## src/rtl/pcm_port_pkg.sv

```systemverilog
package pcm_port_pkg;
  typedef enum logic [1:0] {
    FRM_ALIGNED  = 2'b00,
    FRM_DELAYED  = 2'b01,
    FRM_REVERSE  = 2'b10,
    FRM_SPARE    = 2'b11
  } frame_mode_e;

  localparam int LIN_BITS = 14;
  localparam int CMP_BITS = 8;
endpackage

```

## src/rtl/pcm_in_sync.sv

```systemverilog
module pcm_in_sync #(
  parameter int STAGES = 2
) (
  input  logic clk,
  input  logic rst_n,
  input  logic mclk_i,
  input  logic fs_i,
  input  logic dr_i,
  output logic mclk_rise_o,
  output logic mclk_fall_o,
  output logic fs_o,
  output logic dr_o
);
  // stage bits: [2] bit clock, [1] frame sync, [0] receive data
  logic [STAGES-1:0][2:0] stg;
  logic                   mclk_q;

  always_ff @(posedge clk or negedge rst_n) begin
    if (!rst_n) begin
      stg    <= '0;
      mclk_q <= 1'b0;
    end else begin
      stg    <= {stg[STAGES-2:0], {mclk_i, fs_i, dr_i}};
      mclk_q <= stg[STAGES-1][2];
    end
  end

  assign mclk_rise_o = stg[STAGES-1][2] & ~mclk_q;
  assign mclk_fall_o = ~stg[STAGES-1][2] & mclk_q;
  assign fs_o        = stg[STAGES-1][1];
  assign dr_o        = stg[STAGES-1][0];
endmodule

```

## src/rtl/pcm_clk_monitor.sv

```systemverilog
module pcm_clk_monitor #(
  parameter int LIMIT = 64
) (
  input  logic clk,
  input  logic rst_n,
  input  logic edge_i,
  output logic lost_o
);
  localparam int CW = $clog2(LIMIT + 1);
  logic [CW-1:0] idle_cnt;

  always_ff @(posedge clk or negedge rst_n) begin
    if (!rst_n)                    idle_cnt <= '0;
    else if (edge_i)               idle_cnt <= '0;
    else if (idle_cnt != CW'(LIMIT)) idle_cnt <= idle_cnt + 1'b1;
  end

  // an edge in the current cycle ends the lost state at once
  assign lost_o = (idle_cnt == CW'(LIMIT)) && !edge_i;
endmodule

```

## src/rtl/pcm_tx_lane.sv

```systemverilog
module pcm_tx_lane #(
  parameter int W_MAX = 14,
  localparam int NB_W = $clog2(W_MAX + 1)
) (
  input  logic             clk,
  input  logic             rst_n,
  input  logic             run_i,
  input  logic             start_i,
  input  logic             launch_i,
  input  logic [NB_W-1:0]  nbits_i,
  input  logic [W_MAX-1:0] word_i,
  output logic             dx_o,
  output logic             oe_o
);
  logic [W_MAX-1:0] sh;
  logic [NB_W-1:0]  left;

  always_ff @(posedge clk or negedge rst_n) begin
    if (!rst_n) begin
      sh   <= '0;
      left <= '0;
      oe_o <= 1'b0;
    end else if (!run_i) begin
      oe_o <= 1'b0;
      left <= '0;
    end else if (start_i) begin
      sh   <= word_i;
      left <= nbits_i - NB_W'(1);
      oe_o <= 1'b1;
    end else if (launch_i && oe_o) begin
      if (left == '0) begin
        oe_o <= 1'b0;
      end else begin
        sh   <= {sh[W_MAX-2:0], 1'b0};
        left <= left - 1'b1;
      end
    end
  end

  assign dx_o = oe_o & sh[W_MAX-1];
endmodule

```

## src/rtl/pcm_rx_lane.sv

```systemverilog
module pcm_rx_lane #(
  parameter int W_MAX = 14,
  localparam int NB_W = $clog2(W_MAX + 1)
) (
  input  logic             clk,
  input  logic             rst_n,
  input  logic             run_i,
  input  logic             start_i,
  input  logic             capture_i,
  input  logic             dr_i,
  input  logic [NB_W-1:0]  nbits_i,
  output logic [W_MAX-1:0] word_o,
  output logic             done_o
);
  logic [NB_W-1:0] left;

  always_ff @(posedge clk or negedge rst_n) begin
    if (!rst_n) begin
      word_o <= '0;
      left   <= '0;
      done_o <= 1'b0;
    end else begin
      done_o <= 1'b0;
      if (!run_i) begin
        left <= '0;
      end else if (start_i) begin
        word_o <= '0;
        left   <= nbits_i;
      end else if (capture_i && left != '0) begin
        word_o <= {word_o[W_MAX-2:0], dr_i};
        left   <= left - 1'b1;
        done_o <= (left == NB_W'(1));
      end
    end
  end
endmodule

```

## src/rtl/pcm_voice_port.sv

```systemverilog
module pcm_voice_port
  import pcm_port_pkg::*;
#(
  parameter int SYNC_STAGES = 2,
  parameter int LOSS_LIMIT  = 64
) (
  input  logic                clk,
  input  logic                rst_n,
  input  logic                power_up_i,
  input  logic [1:0]          cfg_mode_i,
  input  logic                cfg_comp_i,
  input  logic                mclk_i,
  input  logic                fs_i,
  input  logic                dr_i,
  output logic                dx_o,
  output logic                dx_oe_o,
  output logic                mclk_lost_o,
  input  logic [LIN_BITS-1:0] tx_data_i,
  input  logic                tx_valid_i,
  output logic                tx_ready_o,
  output logic [LIN_BITS-1:0] rx_data_o,
  output logic                rx_valid_o,
  input  logic                rx_ready_i
);
  localparam int NB_W = $clog2(LIN_BITS + 1);
  localparam int PAD  = LIN_BITS - CMP_BITS;

  logic rise, fall, fs_s, dr_s;
  logic launch, capture, run, delayed;
  logic [1:0] fs_hist;
  logic [1:0] blank_cnt;
  logic fs_event, slot_start, tx_go;
  logic [NB_W-1:0] nbits;
  logic [LIN_BITS-1:0] tx_word, rx_word;
  logic rx_done;
  frame_mode_e mode;

  assign mode = frame_mode_e'(cfg_mode_i);

  pcm_in_sync #(.STAGES(SYNC_STAGES)) u_sync (
    .clk(clk), .rst_n(rst_n), .mclk_i(mclk_i), .fs_i(fs_i), .dr_i(dr_i),
    .mclk_rise_o(rise), .mclk_fall_o(fall), .fs_o(fs_s), .dr_o(dr_s)
  );

  pcm_clk_monitor #(.LIMIT(LOSS_LIMIT)) u_mon (
    .clk(clk), .rst_n(rst_n), .edge_i(rise | fall), .lost_o(mclk_lost_o)
  );

  // edge roles follow the framing mode
  assign launch  = (mode == FRM_REVERSE) ? fall : rise;
  assign capture = (mode == FRM_REVERSE) ? rise : fall;
  assign delayed = (mode == FRM_DELAYED);
  assign run     = power_up_i & ~mclk_lost_o;

  assign fs_event   = run & launch & fs_s & ~fs_hist[0];
  assign slot_start = delayed ? (run & launch & fs_hist[0] & ~fs_hist[1]) : fs_event;
  assign tx_go      = slot_start & (delayed ? (blank_cnt == 2'd2) : (blank_cnt != 2'd0));

  always_ff @(posedge clk or negedge rst_n) begin
    if (!rst_n) begin
      fs_hist   <= '0;
      blank_cnt <= '0;
    end else if (!run) begin
      fs_hist   <= '0;
      blank_cnt <= '0;
    end else begin
      if (launch)                          fs_hist   <= {fs_hist[0], fs_s};
      if (fs_event && blank_cnt != 2'd2)   blank_cnt <= blank_cnt + 1'b1;
    end
  end

  assign nbits = cfg_comp_i ? NB_W'(CMP_BITS) : NB_W'(LIN_BITS);

  always_comb begin
    if (!tx_valid_i)     tx_word = '0;
    else if (cfg_comp_i) tx_word = {tx_data_i[CMP_BITS-1:0], {PAD{1'b0}}};
    else                 tx_word = tx_data_i;
  end

  assign tx_ready_o = tx_go;

  pcm_tx_lane #(.W_MAX(LIN_BITS)) u_tx (
    .clk(clk), .rst_n(rst_n), .run_i(run), .start_i(tx_go), .launch_i(launch),
    .nbits_i(nbits), .word_i(tx_word), .dx_o(dx_o), .oe_o(dx_oe_o)
  );

  pcm_rx_lane #(.W_MAX(LIN_BITS)) u_rx (
    .clk(clk), .rst_n(rst_n), .run_i(run), .start_i(slot_start), .capture_i(capture),
    .dr_i(dr_s), .nbits_i(nbits), .word_o(rx_word), .done_o(rx_done)
  );

  always_ff @(posedge clk or negedge rst_n) begin
    if (!rst_n) begin
      rx_data_o  <= '0;
      rx_valid_o <= 1'b0;
    end else if (rx_done) begin
      rx_data_o  <= rx_word;
      rx_valid_o <= 1'b1;
    end else if (rx_ready_i) begin
      rx_valid_o <= 1'b0;
    end
  end
endmodule

```

## config.mk

```make
export PLATFORM = sky130hd
export DESIGN_NAME = pcm_voice_port
export DESIGN_NICKNAME = d
export VERILOG_FILES = /design/src/rtl/pcm_port_pkg.sv /design/src/rtl/pcm_in_sync.sv /design/src/rtl/pcm_clk_monitor.sv /design/src/rtl/pcm_tx_lane.sv /design/src/rtl/pcm_rx_lane.sv /design/src/rtl/pcm_voice_port.sv
export SDC_FILE = /design/constraint.sdc
export NUM_CORES = 1
export LEC_CHECK = 0
export ABC_AREA = 1
export BUFFER_PORTS_ARGS = -buffer_cell sky130_fd_sc_hd__buf_2
export CORE_ASPECT_RATIO = 1.1
export CORE_MARGIN = 3
export CORE_UTILIZATION = 60
export DETAILED_ROUTE_END_ITERATION = 12
export PLACE_DENSITY = 0.95
export SLEW_MARGIN = 20
export SYNTH_ARGS = -nofsm -noshare
export SYNTH_HDL_FRONTEND = slang
export SYNTH_SLANG_ARGS = --single-unit
export TNS_END_PERCENT = 100
```

## constraint.sdc

```tcl
create_clock -name clk -period 3.65 [get_ports clk]
set_input_delay 0.1825 -clock clk [delete_from_list [all_inputs] [get_ports clk]]
set_output_delay 0.1825 -clock clk [all_outputs]
set_load 0.02 [all_outputs]
```

# Yosys cells after proc, flatten, opt, wreduce, memory -nomap -nowiden
# Index checks and enable logic that the tools add are counted.
dict set report word_totals {
  regBits 71
  latch_bits 0
  ramBits 0
  rom_bits 0
  input_bits 25
  out_inout_bits 19
  word_cells 99
  n_memories 0
}
dict set report op_classes {
  addsub 5
  n_mul 0
  div 0
  n_lt_le_gt_ge 0
  n_eq_ne 14
  shift 0
  n_mux 34
  bitwise 16
  reduce_logical 16
}
# operator n
set ops {}
lappend ops {{14-bit 2-to-1 mux} 7}
lappend ops {{4-bit 2-to-1 mux} 7}
lappend ops {{7-bit 2-to-1 mux} 2}
lappend ops {{1-bit 2-to-1 mux} 13}
lappend ops {{4-bit by 1-bit subtractor with 4-bit output, second input constant} 3}
lappend ops {{1-bit bitwise AND} 10}
lappend ops {{2-bit nonzero test} 5}
lappend ops {{2-bit 2-to-1 mux} 4}
lappend ops {{7-bit by 1-bit adder with 7-bit output, second input constant} 1}
lappend ops {{7-bit equality test, second input constant} 1}
lappend ops {{7-bit != test, second input constant} 1}
lappend ops {{2-bit != test, second input constant} 3}
lappend ops {{3-bit by 2-bit != test with 1-bit output, second input constant} 2}
lappend ops {{2-bit AND reduction} 3}
lappend ops {{1-bit inverter} 5}
lappend ops {{2-bit equality test, second input constant} 2}
lappend ops {{4-bit by 1-bit equality test with 1-bit output, second input constant} 1}
lappend ops {{1-bit logical AND} 4}
lappend ops {{4-bit logical NOT} 1}
lappend ops {{4-bit nonzero test} 1}
lappend ops {{3-bit 2-to-1 mux} 1}
lappend ops {{3-bit by 1-bit != test with 1-bit output, second input constant} 1}
lappend ops {{3-bit != test, second input constant} 1}
lappend ops {{3-bit AND reduction} 1}
lappend ops {{other kinds (5)} 5}

# Depth between registers and ports, before layout
# Gate-level depths: netlist of the first run.
dict set report depth {
  word_depth 14
  depth_mapped 18
  ltp_nobuf 17
}

# Cells and area by module
# Synthesis of the first run repeated with hierarchy kept, for this count alone.
dict set report unflattened {
  cells_unflattened 452
  hier_area_um2 3653.5
}
# mod n_inst cells_each area_each_um2 seq_area_each_um2
set modules_own_cells {}
lappend modules_own_cells {pcm_tx_lane 1 143 1048.5 475.5}
lappend modules_own_cells {pcm_voice_port 1 143 1046.0 475.5}
lappend modules_own_cells {pcm_rx_lane 1 102 964.7 475.5}
lappend modules_own_cells {pcm_clk_monitor 1 53 404.1 175.2}
lappend modules_own_cells {pcm_in_sync 1 11 190.2 175.2}

# Least setup slack after synthesis of the first run
# No wires, ideal clock.
dict set report synth_path {
  path_kind {flip-flop to flip-flop}
  from {register u_sync.mclk_q}
  to {register u_tx.left[2]}
  setup_time_ns 0.126
  t_arrival_ns 2.060
  slack_ns 1.464
  stages_incl_launch_ff 17
  path_buffers 1
  path_cell_list {dfrtp_1 -> inv_1 -> ha_1 -> nand4_4 -> inv_2 -> nor2_2 -> nand4_1 -> nand2_2 -> nand2_2 -> buf_6 -> nand2_1 -> nand2_1 -> ha_1 -> inv_1 -> nand2_1 -> nand2_1 -> o22ai_1}
}
dict set report synth_between {
  elab_chain_cells 14
}
# element line
set synth_rtl {}
lappend synth_rtl {{from (decl)} pcm_in_sync.sv:16} ;# logic mclk_q;
lappend synth_rtl {{from (signal assigned)} pcm_in_sync.sv:24} ;# mclk_q <= stg[STAGES-1][2];
lappend synth_rtl {{1-bit inverter} pcm_in_sync.sv:28} ;# assign mclk_rise_o = stg[STAGES-1][2] & ~mclk_q;
lappend synth_rtl {{1-bit bitwise AND} pcm_in_sync.sv:28}
lappend synth_rtl {{1-bit OR *} pcm_voice_port.sv:46} ;# .clk(clk), .rst_n(rst_n), .edge_i(rise | fall), .lost_o(mclk_lost_o)
lappend synth_rtl {{1-bit logical NOT *} pcm_clk_monitor.sv:19} ;# assign lost_o = (idle_cnt == CW'(LIMIT)) && !edge_i;
lappend synth_rtl {{1-bit logical AND *} pcm_clk_monitor.sv:19}
lappend synth_rtl {{net mclk_lost_o} pcm_voice_port.sv:17} ;# output logic mclk_lost_o,
lappend synth_rtl {{1-bit inverter *} pcm_voice_port.sv:53} ;# assign run = power_up_i & ~mclk_lost_o;
lappend synth_rtl {{1-bit bitwise AND *} pcm_voice_port.sv:53}
lappend synth_rtl {{1-bit bitwise AND} {pcm_voice_port.sv:55, pcm_voice_port.sv:56}}
lappend synth_rtl {{1-bit bitwise AND (on tied branches) (2 in series)} {pcm_voice_port.sv:55, pcm_voice_port.sv:56}}
lappend synth_rtl {{1-bit 2-to-1 mux} pcm_voice_port.sv:56} ;# assign slot_start = delayed ? (run & launch & fs_hist[0] & ~fs_hist[1]) : fs_event;
lappend synth_rtl {{1-bit bitwise AND} pcm_voice_port.sv:57} ;# assign tx_go = slot_start & (delayed ? (blank_cnt == 2'd2) : (blank_cnt != 2'd0));
lappend synth_rtl {{3-bit != test (no source line), or another cell as far along} n/a}
lappend synth_rtl {{2-bit AND reduction (no source line) or 4-bit 2-to-1 mux (tied branches)} n/a}
lappend synth_rtl {{to (signal assigned)} pcm_tx_lane.sv:28} ;# left <= nbits_i - NB_W'(1);
lappend synth_rtl {{to (signal assigned)} pcm_tx_lane.sv:35} ;# left <= left - 1'b1;
lappend synth_rtl {{to (decl)} pcm_tx_lane.sv:16} ;# logic [NB_W-1:0] left;
# Mark *: on every way through the listed nets, which the timed path passes. The rest lies on a longest branch.
# A chain may end at the register's enable or synchronous reset.

# Worst setup path in the final report of the first run
dict set report layout_path {
  from {register u_sync.mclk_q}
  to {output tx_ready_o}
}
dict set report layout_between {
  elab_chain_cells 12
}
# element line
set layout_rtl {}
lappend layout_rtl {{1-bit inverter} pcm_in_sync.sv:28}
lappend layout_rtl {{1-bit bitwise AND} pcm_in_sync.sv:28}
lappend layout_rtl {{1-bit OR} pcm_voice_port.sv:46}
lappend layout_rtl {{1-bit logical NOT} pcm_clk_monitor.sv:19}
lappend layout_rtl {{1-bit logical AND} pcm_clk_monitor.sv:19}
lappend layout_rtl {{1-bit inverter} pcm_voice_port.sv:53}
lappend layout_rtl {{1-bit bitwise AND} pcm_voice_port.sv:53}
lappend layout_rtl {{1-bit bitwise AND *} {pcm_voice_port.sv:55, pcm_voice_port.sv:56}}
lappend layout_rtl {{1-bit bitwise AND (on tied branches) (2 in series)} {pcm_voice_port.sv:55, pcm_voice_port.sv:56}}
lappend layout_rtl {{1-bit 2-to-1 mux *} pcm_voice_port.sv:56}
lappend layout_rtl {{1-bit bitwise AND *} pcm_voice_port.sv:57}
lappend layout_rtl {{to (decl)} pcm_voice_port.sv:20} ;# output logic tx_ready_o,
# Every way passes the cells marked *; elsewhere a longest branch is shown, timed or not.

==> results of run 1 <==
==> synth_stat cells (2+ instances only) <==
master,n,area share
sky130_fd_sc_hd__a21oi_1,13,0.020
sky130_fd_sc_hd__buf_2,3,0.0046
sky130_fd_sc_hd__buf_8,2,0.0091
sky130_fd_sc_hd__clkbuf_1,4,0.0046
sky130_fd_sc_hd__clkinv_1,2,0.0023
sky130_fd_sc_hd__dfrtp_1,71,0.54
sky130_fd_sc_hd__ha_1,9,0.034
sky130_fd_sc_hd__inv_1,51,0.058
sky130_fd_sc_hd__inv_2,4,0.0046
sky130_fd_sc_hd__nand2_1,67,0.077
sky130_fd_sc_hd__nand2_2,4,0.0076
sky130_fd_sc_hd__nand3_1,16,0.024
sky130_fd_sc_hd__nand4_1,2,0.0038
sky130_fd_sc_hd__nor2_1,17,0.019
sky130_fd_sc_hd__nor2_2,4,0.0076
sky130_fd_sc_hd__nor3_1,3,0.0046
sky130_fd_sc_hd__o211ai_1,2,0.0046
sky130_fd_sc_hd__o21ai_0,42,0.064
sky130_fd_sc_hd__o21ai_1,24,0.037
sky130_fd_sc_hd__o22ai_1,15,0.029
sky130_fd_sc_hd__xor2_1,2,0.0053
==> worst register-to-register path, stage by stage (launching register included) <==
cell,delay [ps]
sky130_fd_sc_hd__dfrtp_1,360
sky130_fd_sc_hd__inv_1,50
sky130_fd_sc_hd__ha_1,400
sky130_fd_sc_hd__nand4_4,170
sky130_fd_sc_hd__inv_2,50
sky130_fd_sc_hd__nor2_2,180
sky130_fd_sc_hd__nand4_1,140
sky130_fd_sc_hd__nand2_2,150
sky130_fd_sc_hd__nand2_2,190
sky130_fd_sc_hd__nand2_1,110
sky130_fd_sc_hd__nand2_1,70
sky130_fd_sc_hd__ha_1,180
sky130_fd_sc_hd__inv_1,70
sky130_fd_sc_hd__nand2_1,50
sky130_fd_sc_hd__nand2_1,50
sky130_fd_sc_hd__o22ai_1,60
==> per-layer routing <==
layer	share of wire	up-vias	GRT usage
li1	-	1312	-
met1	0.45	1174	0.249
met2	0.49	62	0.350
met3	0.043	14	0.0551
met4	0.019	0	0.109
met5	0	-	0
==> report_power, final <==
| group | internal [mW] | switching (mW) | total (mW) |
|---|---|---|---|
| registers | 0.957 | 0.0739 | 1.03 |
| clock network | 0.241 | 0.272 | 0.513 |
| logic | 0.209 | 0.384 | 0.593 |
| total | 1.41 | 0.730 | 2.14 |
==> per-stage QoR <==
stage | util | setup slack, ps | hold slack [ps] | instances
2_1_floorplan | - | 1460 | -113 | 370
3_3_place_gp | 0.687 | 1380 | 276 | 476
5_1_grt | 0.725 | 921 | 47.4 | 496
3_5_place_dp | 0.687 | 1270 | 282 | 476
6_report | 0.725 | 1100 | 37.8 | 496
4_1_cts | 0.725 | 1080 | 28.2 | 496
==> how the worst max path moves through the flow <==
stage / start / endpoint / slack [ps] / cells after the start
finish: u_sync.mclk_q / tx_ready_o / 1100 / 10
global route: u_sync.mclk_q / tx_ready_o / 920 / 10
CTS: u_sync.mclk_q / tx_ready_o / 1080 / 10
detailed placement: u_sync.mclk_q / u_tx.sh[0] / 1270 / 11
global placement: u_sync.mclk_q / u_tx.sh[0] / 1380 / 11
floorplan: u_sync.mclk_q / u_tx.left[2] / 1460 / 16
==> cell families after synthesis <==
group           synth area share
xor+xnor                 0.00533
compound gates             0.164
fa+ha+maj                 0.0343
flops                      0.541
buf+inv                   0.0941
simple gates               0.161
==> area by class of cell <==
| class | instances | area, um2 | share of cell area |
|---|---|---|---|
| inverter | 58 | 230 | 0.0618 |
| multi-input combinational | 230 | 1200 | 0.322 |
| clock buffer | 11 | 131 | 0.0353 |
| sequential | 71 | 1780 | 0.477 |
| timing repair buffer | 49 | 270 | 0.0726 |
| tap | 72 | 90.1 | 0.0242 |
| clock inverter | 5 | 25.0 | 0.00672 |
==> state kept, by name, indices dropped and copies added, names as in the netlist <==
name and count:
u_tx.left 4, u_sync.mclk_q 1, u_mon.idle_cnt 7, u_sync.dr_o 1, u_tx.oe_o 1, rx_data_o 14
u_rx.left 4, fs_hist 2, u_sync.stg 4, u_rx.word_o 14, blank_cnt 2, u_tx.sh 14
u_rx.done_o 1, u_sync.fs_o 1, rx_valid_o 1
==> run summary, run 1 <==
The run finished with clean final reports. The element type at the critical path start is a register. The mean number of vias per cell came out at 5.17.

The final cell area excluding filler cells is between 3000 and 4000 um2. Among all flip-flop cells after synthesis, the most frequent one is sky130_fd_sc_hd__dfrtp_1. The critical hold path startpoint is rx_ready_i. The async set-or-reset flop fraction in the synthesized netlist came out at 1.00. The measured slew at the worst slew-check pin came out at ~740 ps. The clock buffer count from CTS came out at 9.

Counting every instance in the synthesized netlist gives 370. The path class of the tightest hold or removal check is input port to register. Broken down by cell family, the worst path's largest delay share belongs to simple AND/OR/NAND/NOR gates. The fraction of the yosys area taken by sequential cells is 0.541. The H-tree depth is 3. The total number of yosys warnings came out at 0.

The first-iteration detailed-routing DRC count is around 150. The count of buffer and inverter cells on the critical path came out at 4. The number of buffers added for setup after CTS came out at 0. In the layout the commonest cells are sky130_fd_sc_hd__dfrtp_1, sky130_fd_sc_hd__nand2_1, sky130_fd_sc_hd__inv_1.

The number of global-route vias before repair is about 2500. In this run the static leakage power is about 1.9 nW. The most numerous cell type found on the critical path is sky130_fd_sc_hd__nand2_2.

The count of pins on the block boundary is 44. The overall die area came out at 6400 um2. The root buffer cell chosen for the clock tree is sky130_fd_sc_hd__clkbuf_8. The number of cells on the worst reg-to-reg path is 15. The setup-violating endpoint count in the final report came out at 0. The critical path goes through inv_1, ha_1, nand4_4, inv_2, nor2_2, nand4_1, nand2_2, nand2_2, clkinv_8, buf_2.

The worst slew margin relative to its limit came out at 0.506. The global-route wire length before repair came out at 10.7 mm. The path with the worst hold slack has its endpoint at rx_valid_o.

The flip-flop and latch count after synthesis is roughly 70. For the final routed database, the setup TNS stands at 0 ps. The reg2reg setup slack is ~1300 ps. Measured along the y axis, the die boundary spans between 80 and 90 um. The initial antenna violation count is 0.

The library cell contributing the largest single delay on the critical path is sky130_fd_sc_hd__ha_1. The worst path needs 2550 ps of the cycle, external delays included. The area added between synthesis and finish is 13.3%. The number of nets in the final layout came out at around 450. The detailed-route wire length per cell came out at 12.5 um. The site row count came out at 27. The post-route clock period utilization is 0.697. The starting density of the core is 0.640. The weighted congestion at the end of routability-driven global placement came out at between 0.8 and 0.9.

The worst hold path passes through 2 cells. The routed wire length came out at approximately 6.2 mm. The mean area per synthesized cell is 8.88 um2.

The number of remaining DRC errors came out at 0. For this run, the slowest stage of the critical path takes 400 ps. The maximum number of pins on one net before global-route repair is 36. The width of the chip came out at around 77 um. The number of flops mapped to enable cells by yosys came out at 0. The final HPWL from detailed placement is between 4 and 5 mm. The placed instances occupy a cell area of ~3500 um2. The share of layout cells above drive strength 1 is 0.179.

The worst register-to-register path ends at u_tx.left[2]. The number of slew-limit violations in the final report came to 0. For this run, the detailed router's first-pass iteration total came to 4. The number of routed nets with antenna violations came out at 0. In this run, post-CTS repair resized a total of 0 instances. The type of destination of the critical path is an output port. Leaving out fill and tap cells, the most frequent cell in the layout is sky130_fd_sc_hd__dfrtp_1.

The clock edge transition at the registers on the reported setup and hold paths came out at roughly 70 ps. The worst path arrival time is 2360 ps. At the worst endpoint, the required time is about 3500 ps. The number of different library cells in the post-synthesis netlist came out at 34. The number of antenna repair diodes came out at 0. Counting every sink on the clock net gives 71. Setup repair after global routing left no endpoint under its margin.

TritonCTS built the clock tree. The area of the mapped netlist came out at about 3300 um2. The number of fill cells in the layout is around 400. The number of hold buffers added after cts is 4. The sum of overflow across all layers after global routing came out at 0. The maximum VDD drop is between 0.0003 and 0.0004 V. The buffer depth of the longest clock path is 2. The ratio of total power to cell area is approximately 570 nW/um2.

Max-cap violations in this run came to 0. The total core area is 5130 um2. The count of input and output buffers came out at 43. The count of endpoints failing hold in the final timing report was 0.

The critical setup path kind is register to output port. Across every metal layer, demand over resource in global routing totals 0.210. The insertion delay of the later-clocked pin in the worst-skew pair is around 340 ps. The routed via count is approximately 2600. The fmax is just under 400 MHz. The total chip power came out at 2.14 mW.

The largest driver fanout on the critical path is 27. The final clock skew came out at approximately 7.7 ps. The startpoint identified for the worst register-to-register timing path is u_sync.mclk_q. When the netlist entered floorplanning its net count stood at about 400.
(Power assumes the default switching activity.)
==> run 2: changes to the inputs <==
Settings changed: CORE_UTILIZATION 60 to 57, PLACE_DENSITY 0.95 to 0.91.
Clock period 3.65 ns to 2.5 ns, I/O delays scaled along.
==> run summary, run 2 (synthesis results as in run 1) <==
In the final routed layout, each cell accounts on average for about 13 um. Setup repair after global routing left no endpoint under its margin. In this run the post-CTS setup repair buffer count came out at 0. The largest registers in the layout are rx_data_o: 14 flops, u_rx.word_o: 14 flops, u_tx.sh: 14 flops. The startpoint identified for the worst hold timing path is tx_data_i[0]. The buffer depth of the longest clock path is 2.

The routed wire length is between 6 and 7 mm. Walking the worst path, the cells encountered are inv_1, ha_1, nand4_4, nand3_2, nor2_2, nand3_1, nand2_2, nand2_4, clkinv_8, buf_2. The total iterations of the first detailed-routing run came out at 5. The routed via count is ~2700. The area growth from synthesis to layout is 16.1%. The startpoint identified for the worst register-to-register timing path is u_sync.mclk_q.

The maximum number of pins on one net before global-route repair is 31. STA classifies the critical path startpoint as a register. The final HPWL from detailed placement came out at roughly 4.5 mm. The delay of the slowest cell on the worst path came out at 390 ps. The first-iteration detailed-routing DRC count came out at ~160.

The floorplan step defined a core boundary enclosing 5470 um2. For this design the ratio of total power to cell area is slightly below 900 nW/um2. The clock edge transition at the registers on the reported setup and hold paths came out at around 70 ps. The critical path is of the register to output port type. The data required time of the worst path is 2380 ps.

The maximum VDD drop is 0.000548 V. The congestion estimate from routability-driven global placement came to approximately 0.8. In this run the count of I/O pins placed on the die edge is 44.

Once layout is complete, the utilization of the core stands at 0.698. The count of input and output buffers is 43. Leaving out fill and tap cells, the most frequent cells in the layout are sky130_fd_sc_hd__dfrtp_1, sky130_fd_sc_hd__nand2_1, sky130_fd_sc_hd__inv_1. The count of endpoints failing hold in the final timing report is 0.

The height of the chip is about 86 um. In this run the register-to-register setup slack is between 200 and 300 ps. The worst hold path terminates at u_tx.sh[0]. The insertion delay of the later-clocked pin in the worst-skew pair came out at roughly 350 ps.

The setup-violating endpoint count in the final report came out at 0. The clock sink count is approximately 70. The fmax came out at roughly 430 MHz.

The initial antenna violation count is 0. The first global-routing pass estimated around 11 mm of wire. The width of the chip is a little under 80 um. The overall die area is around 6700 um2. The mean number of vias per cell is between 5 and 6. The most common cell after layout, fill and taps aside is sky130_fd_sc_hd__dfrtp_1. The tree is rooted in a sky130_fd_sc_hd__clkbuf_8. The H-tree depth came out at 3.

The post-route clock period utilization is 0.923. The run finished with clean final reports. Power comes to between 3 and 4 mW.

The number of slew-limit violations in the final report is 0. Along the worst hold path, the cell count comes to 2. The measured slew at the worst slew-check pin is between 600 and 700 ps. The count of buffer and inverter cells on the critical path is 3. The share of layout cells above drive strength 1 came out at 0.185. Data on the critical path arrives at its endpoint at approximately 2200 ps.

Once detail routing completed, the nets flagged for antenna violations numbered 0. The final critical delay including setup and external delays is roughly 2300 ps. The type of destination of the critical path is an output port. For this run, the post-layout net count is roughly 460.

The number of antenna repair diodes is 0. In this run the worst path has a maximum fanout of 27. The static leakage came out at 1.92 nW. The largest individual stage delay along the critical path comes from the cell sky130_fd_sc_hd__ha_1. The TritonCTS clock tree is built. The number of remaining DRC errors came out at 0. For the final routed database, the setup TNS stands at 0 ps. In the global route stage, overall resource usage came out at 0.216. The clock buffer count from CTS is 9. The number of global-route vias before repair is about 2600.

The kind of cell with the highest combined delay on the critical path is simple AND/OR/NAND/NOR gates. The worst slew margin relative to its limit is 0.566. The site row count came out at 28. The number of cells on the worst reg-to-reg path is 15.

The class of the tightest hold or removal check is input port to register. The initial utilization of the core area, before any placement, comes to 0.601. The endpoint identified for the worst register-to-register timing path is u_tx.left[2].

The final clock skew is between 5 and 6 ps. The number of max-capacitance violations reported came out at 0. For this run the aggregate overflow at the end of global routing stands at 0.
## run 2: layout make-up
| cell class | instances | area, um2 |
|---|---|---|
| multi-input cells | 230 | 1210 |
| inverters | 58 | 230 |
| clock buffers | 11 | 141 |
| fillers | 393 | 1650 |
| repair buffers | 52 | 295 |
| flip-flops and latches | 71 | 1780 |
| well taps | 75 | 93.8 |
| clock inverters | 4 | 70.1 |
## run 2: stage by stage
stage	std cells	hold WS [ps]	instance area (um2)	setup slack, ps
after floorplan	370	-171	3290	314
after global placement	481	187	3550	302
after detailed placement	481	180	3550	204
after CTS	501	57.9	3810	105
after global routing	501	60.9	3810	5.73
final	501	67.5	3810	191
## run 2: routing by layer
layer,GRT usage,routed length [um]
met4,0.118,162
met5,0,0
met3,0.0473,281
met1,0.272,2860
met2,0.348,3250
## run 2: what timing repair did
item	4_1_cts	5_1_grt
hold endpoints to repair	32	0
setup endpoints to repair	0	12
hold buffers	5	0
resized for setup	0	2
## run 2: power by group
| group | internal (mW) | total (mW) | leakage, nW | switching [mW] |
|---|---|---|---|---|
| logic | 0.312 | 0.893 | 0.855 | 0.581 |
| clock network | 0.580 | 0.988 | 0.109 | 0.408 |
| registers | 1.40 | 1.51 | 0.958 | 0.110 |
## run 2: worst register-to-register path, cell delays in order (launching register included)
cell and delay (ps):
sky130_fd_sc_hd__dfrtp_1 350, sky130_fd_sc_hd__inv_1 50, sky130_fd_sc_hd__ha_1 390, sky130_fd_sc_hd__nand4_4 160
sky130_fd_sc_hd__nand3_2 90, sky130_fd_sc_hd__nor2_2 100, sky130_fd_sc_hd__nand3_1 90, sky130_fd_sc_hd__nand2_2 150
sky130_fd_sc_hd__nand2_4 140, sky130_fd_sc_hd__nand2_1 90, sky130_fd_sc_hd__nand2_1 70, sky130_fd_sc_hd__ha_1 180
sky130_fd_sc_hd__inv_1 70, sky130_fd_sc_hd__nand2_1 50, sky130_fd_sc_hd__nand2_1 60, sky130_fd_sc_hd__o22ai_1 60
## run 2: worst max-delay path by stage
stage	startpoint	cells after the start	end	slack [ps]
CTS	u_sync.mclk_q	10	tx_ready_o	110
detailed placement	u_sync.stg[5]	11	u_tx.sh[11]	200
global route	u_sync.mclk_q	10	tx_ready_o	6
global placement	u_sync.stg[5]	13	u_tx.left[2]	300
floorplan	u_sync.mclk_q	16	u_tx.left[2]	310
finish	u_sync.mclk_q	10	tx_ready_o	190
